## config.mk

```make
export PLATFORM = sky130hd
export DESIGN_NAME = tmr_count_core
export DESIGN_NICKNAME = d
export VERILOG_FILES = /design/src/rtl/tmr_pkg.sv /design/src/rtl/tmr_run_fsm.sv /design/src/rtl/tmr_count_reg.sv /design/src/rtl/tmr_count_core.sv
export SDC_FILE = /design/constraint.sdc
export NUM_CORES = 1
export LEC_CHECK = 0
export ABC_AREA = 1
export BUFFER_PORTS_ARGS = -buffer_cell sky130_fd_sc_hd__buf_2
export CAP_MARGIN = 20
export CORE_ASPECT_RATIO = 0.5
export CORE_MARGIN = 3
export CORE_UTILIZATION = 56
export DETAILED_ROUTE_END_ITERATION = 8
export GPL_TIMING_DRIVEN = 0
export PLACE_DENSITY = 0.91
export SYNTH_ARGS = -nofsm -noshare
export SYNTH_HDL_FRONTEND = slang
export SYNTH_HIERARCHICAL = 1
export SYNTH_SLANG_ARGS = --single-unit
export TNS_END_PERCENT = 100
```

## constraint.sdc

```tcl
create_clock -name clk -period 2.7 [get_ports clk]
set_input_delay 0.54 -clock clk [delete_from_list [all_inputs] [get_ports clk]]
set_output_delay 0.54 -clock clk [all_outputs]
set_load 0.02 [all_outputs]
```

## src/rtl/tmr_pkg.sv

```systemverilog
package tmr_pkg;
    typedef enum logic {
        S_IDLE = 1'b0,
        S_RUN  = 1'b1
    } run_state_t;
endpackage

```

## src/rtl/tmr_run_fsm.sv

```systemverilog
module tmr_run_fsm
    import tmr_pkg::*;
(
    input  logic clk,
    input  logic rst_n,
    input  logic start_i,
    input  logic stop_i,
    input  logic oneshot_i,
    input  logic end_evt_i,
    output logic running_o
);
    run_state_t state_q, state_d;

    always_comb begin
        state_d = state_q;
        unique case (state_q)
            S_IDLE: if (start_i && !stop_i) state_d = S_RUN;         // START
            S_RUN: begin
                if (stop_i)                       state_d = S_IDLE;  // STOP
                else if (oneshot_i && end_evt_i)  state_d = S_IDLE;  // ONESHOT_END
            end
            default: state_d = S_IDLE;
        endcase
    end

    always_ff @(posedge clk or negedge rst_n) begin
        if (!rst_n) state_q <= S_IDLE;
        else        state_q <= state_d;
    end

    always_comb running_o = (state_q == S_RUN);

    // stop always leaves the machine idle
    a_r9_stop_wins: assert property (@(posedge clk) disable iff (!rst_n)
        stop_i |=> !running_o);
    // repeat mode leaves only through stop
    a_r7_repeat_keeps: assert property (@(posedge clk) disable iff (!rst_n)
        (running_o && !oneshot_i && !stop_i) |=> running_o);
endmodule

```

## src/rtl/tmr_count_reg.sv

```systemverilog
module tmr_count_reg #(
    parameter int WIDTH = 16
) (
    input  logic             clk,
    input  logic             rst_n,
    input  logic             run_i,
    input  logic             tick_i,
    input  logic             clr_i,
    input  logic [WIDTH-1:0] period_i,
    output logic [WIDTH-1:0] count_o,
    output logic             match_o,
    output logic             ovf_o,
    output logic             end_evt_o
);
    localparam logic [WIDTH-1:0] TOP = {WIDTH{1'b1}};

    logic adv, hit, at_top;
    always_comb begin
        adv       = run_i && tick_i && !clr_i;
        hit       = (count_o == period_i);
        at_top    = (count_o == TOP);
        end_evt_o = clr_i || (adv && (hit || at_top));
    end

    always_ff @(posedge clk or negedge rst_n) begin
        if (!rst_n) begin
            count_o <= '0;
            match_o <= 1'b0;
            ovf_o   <= 1'b0;
        end else begin
            match_o <= 1'b0;
            ovf_o   <= 1'b0;
            if (clr_i) begin
                count_o <= '0;
            end else if (adv) begin
                if (hit) begin
                    count_o <= '0;
                    match_o <= 1'b1;
                end else if (at_top) begin
                    count_o <= '0;
                    ovf_o   <= 1'b1;
                end else begin
                    count_o <= count_o + 1'b1;
                end
            end
        end
    end

    // clear strobe zeroes the count with no event
    a_r3_clear_zero: assert property (@(posedge clk) disable iff (!rst_n)
        clr_i |=> (count_o == '0 && !match_o && !ovf_o));
    // a match pulse always lands on a zero count
    a_r4_match_zero: assert property (@(posedge clk) disable iff (!rst_n)
        match_o |-> (count_o == '0));
    // overflow only follows the top value
    a_r5_ovf_from_top: assert property (@(posedge clk) disable iff (!rst_n)
        ovf_o |-> ($past(count_o) == TOP && count_o == '0));
    // never both events
    a_r6_no_both: assert property (@(posedge clk) disable iff (!rst_n)
        !(match_o && ovf_o));
    // no run or no tick means the count holds
    a_r2_hold: assert property (@(posedge clk) disable iff (!rst_n)
        (!clr_i && !(run_i && tick_i)) |=> $stable(count_o));
endmodule

```

## src/rtl/tmr_count_core.sv

```systemverilog
module tmr_count_core #(
    parameter int WIDTH = 16
) (
    input  logic             clk,
    input  logic             rst_n,
    input  logic             start_i,
    input  logic             stop_i,
    input  logic             clr_i,
    input  logic             oneshot_i,
    input  logic             tick_i,
    input  logic [WIDTH-1:0] period_i,
    output logic [WIDTH-1:0] count_o,
    output logic             running_o,
    output logic             match_o,
    output logic             ovf_o
);
    logic end_evt;

    tmr_run_fsm u_fsm (
        .clk       (clk),
        .rst_n     (rst_n),
        .start_i   (start_i),
        .stop_i    (stop_i),
        .oneshot_i (oneshot_i),
        .end_evt_i (end_evt),
        .running_o (running_o)
    );

    tmr_count_reg #(.WIDTH(WIDTH)) u_cnt (
        .clk       (clk),
        .rst_n     (rst_n),
        .run_i     (running_o),
        .tick_i    (tick_i),
        .clr_i     (clr_i),
        .period_i  (period_i),
        .count_o   (count_o),
        .match_o   (match_o),
        .ovf_o     (ovf_o),
        .end_evt_o (end_evt)
    );

    // one-shot halts on the edge that produces an event
    a_r8_oneshot_halts: assert property (@(posedge clk) disable iff (!rst_n)
        ($past(oneshot_i) && (match_o || ovf_o)) |-> !running_o);
endmodule

```

==> flow_summary.toml <==
[detailed_routing]
dr.pass1.iters = 5
vias_per_cell = 5.278
wirelength_mm = 4.108
wire_per_inst_um = 13.12
route.vias.total = 1652
ant_nets = 0
detail_route.iter0.violations = 180
drc_errors = 0

[finish]
synthToLayoutAreaGrowth_pct = 19.16
fin_cells = 313
n_antenna_cell = 0
fin_nets = 303
fin_util_pct = 76.46
layout-drive-gt1-share_pct = 28.06

[placed_design]
dp.cells = 309
gp_congestion = 0.9167
dpl.hpwl_mm = 3.096
portBuffers = 41
place_ws_ps = 805.7

[grt]
grt_pass1_wl_mm = 6.437
grt_pass1_vias = 1399
track_usage_pct = 24.30
overflow = 0
grt_max_degree = 20
antenna_found_initial = 0

[yosys]
ys_top_cells_by_count = "nand2_1, nor2_1, dfrtp_1"
synth_area_per_cell_um2 = 6.616
synth_ff_type = "dfrtp_1"
synthCells = 233
netlist_area_mm2 = 0.001541
synth_top_area_cell = "dfrtp_1"
synthArstFlopShare_pct = 100.0
yosysTopAreaCellShare_pct = 30.84
synth_most_common_cell = "nand2_1"
synth_warnings = 6
syn_nets = 257
synth_area_leaders = "dfrtp_1, nand2_1, nor2_1"
ys_ff_latch = 19
ys_seq_area_share_pct = 30.84
synth-edff-count = 0
ys_types = 27

[sta]
setup_slack_ps = 830.2
slew_viol_final = 0
finalHoldViolations = 0
timing.slew.headroom_pct = 57.03
fin_crit_sh_pct = 69.25
fin_tns_setup_ps = 0
tightest_slew_ps = 644.5
finalSetupViolations = 0
post-route-min-period_ps = 1870
rsz0062_at_grt = "false"
fmax_mhz = 534.8
skew_ps = 2.507

[power_and_ir_drop]
clkPwrFrac_pct = 36.9
power.density_mw_per_mm2 = 311.3
power.total_mw = 0.5718
p_seq_share_pct = 51.1
p_switching_mw = 0.1548
intPower_mw = 0.4170
ir_worst_vdd_mv = 0.2159
combPwrFrac_pct = 12.1
p_sw_share_pct = 27.08
leakagePower_nw = 0.9637

[job]
max_cap_viol_count = 0

[outcome]
status = "completed"

[die]
core_mm2 = 0.002402
die_w_um = 80.20
dieHeight_um = 43.10
rows = 12
ios = 42
dieArea_mm2 = 0.003456
start_util_pct = 64.17

[setup_path]
critPathLaunchType = "register"
critPathMaxFanout = 7
arrival_ps = 2030
reg2reg_depth = 12
crit_required_ps = 2860
worst_setup_path_end_kind = "register"
path_class = "register to register"

[clock_tree]
ctsHoldBuffers = 0
clock_sinks = 19
clockBufferDepth = 2
cts_buffers = 3
insertion_delay_ps = 260
cts_setup_buffers = 0
cts.clk_slew.worst_paths_ps = 80
cts_tree = "yes"
cts_resized = 0
cts-root-buf = "clkbuf_8"
htree_levels = 1

[hold_path]
hold_class = "primary input to async pin"
critical path: stages (launching register included):
cell,delay (ps)
dfrtp_1,480
ha_1,240
nand2_1,90
nor2_1,110
nand2_1,120
inv_2,110
nand2_1,90
nor2_2,140
nand3_1,130
nand3b_1,110
nand2_1,50
nand3_1,60
nand2_1,50
layer usage:
metal / vias up / share of wire [%] / track usage [%]
li1: 812 / - / -
met1: 751 / 41 / 33.59
met2: 87 / 47 / 38.82
met3: 2 / 11 / 5.297
met4: 0 / 0.27 / 5.387
met5: - / 0 / 0
area by class of cell:
type,instances,area [um^2]
buffer,5,36.28
clock buffer,3,41.29
clock inverter,1,5.005
fill,190,565.5
inverter,22,82.58
multi-input combinational,187,947.2
sequential,19,475.5
tap,35,43.79
timing repair buffer,41,205.2
state kept, by name, summed over array words and instances (netlist names):
signal and flops:
u_cnt/ovf_o 1, u_fsm/running_o 1, u_cnt/count_o 16, u_cnt/match_o 1
through the flow:
step                area [um^2]  hold WS, ps
detailed placement         1790        508.4
global route               1837        237.7
global placement           1790        506.4
CTS                        1837        221.4
finish                     1837        205.5
floorplan                  1541        244.4
placed cells by master, fill, tap and decap left out, types with 2 or more instances in the layout:
cell | synthesis | routed
o21ai_1 | 3 | 3
nor2_4 | 2 | 2
nand3_2 | 10 | 10
clkbuf_8 | 0 | 3
buf_2 | 2 | 43
nor2_1 | 40 | 40
xor2_1 | 12 | 12
nor2_2 | 2 | 2
nand2_1 | 83 | 83
inv_2 | 6 | 6
nor3_2 | 2 | 2
nand3_1 | 14 | 14
inv_1 | 15 | 15
a21oi_1 | 4 | 4
dfrtp_1 | 19 | 19
nand3b_1 | 2 | 2
buf_6 | 2 | 2
nand2_2 | 5 | 5
worst paths after layout:
| path | slack [ps] | end | from |
|---|---|---|---|
| setup reg to reg | 830 | u_fsm/running_o | u_cnt/count_o[0] |
| setup / recovery | 830 | u_fsm/running_o | u_cnt/count_o[0] |
| hold / removal | 210 | u_fsm/running_o | rst_n |
| hold reg to reg | 580 | u_cnt/count_o[15] | u_cnt/count_o[15] |
| max in group asynchronous | 2190 | u_cnt/count_o[9] | rst_n |
| min in group clk | 520 | u_fsm/running_o | start_i |
kinds of logic after synthesis:
kind of cell	share of synthesized area, %
AO/OA/AOI/OAI	2.597
XOR/XNOR	7.386
adder cells (fa/ha/maj)	0.8116
buffers and inverters	7.710
flip-flops	30.84
AND/OR/NAND/NOR	50.65
power groups by stage:
| stage | combinational, mW | sequential [mW] | clock, mW |
|---|---|---|---|
| 2_1_floorplan | 0.0302 | 0.300 | 0 |
| 3_3_place_gp | 0.0658 | 0.297 | 0 |
| 5_1_grt | 0.0773 | 0.293 | 0.234 |
| 6_report | 0.0691 | 0.292 | 0.211 |
| 4_1_cts | 0.0689 | 0.292 | 0.213 |
| 3_5_place_dp | 0.0685 | 0.298 | 0 |
No activity file was read; power rests on OpenSTA's default activity.
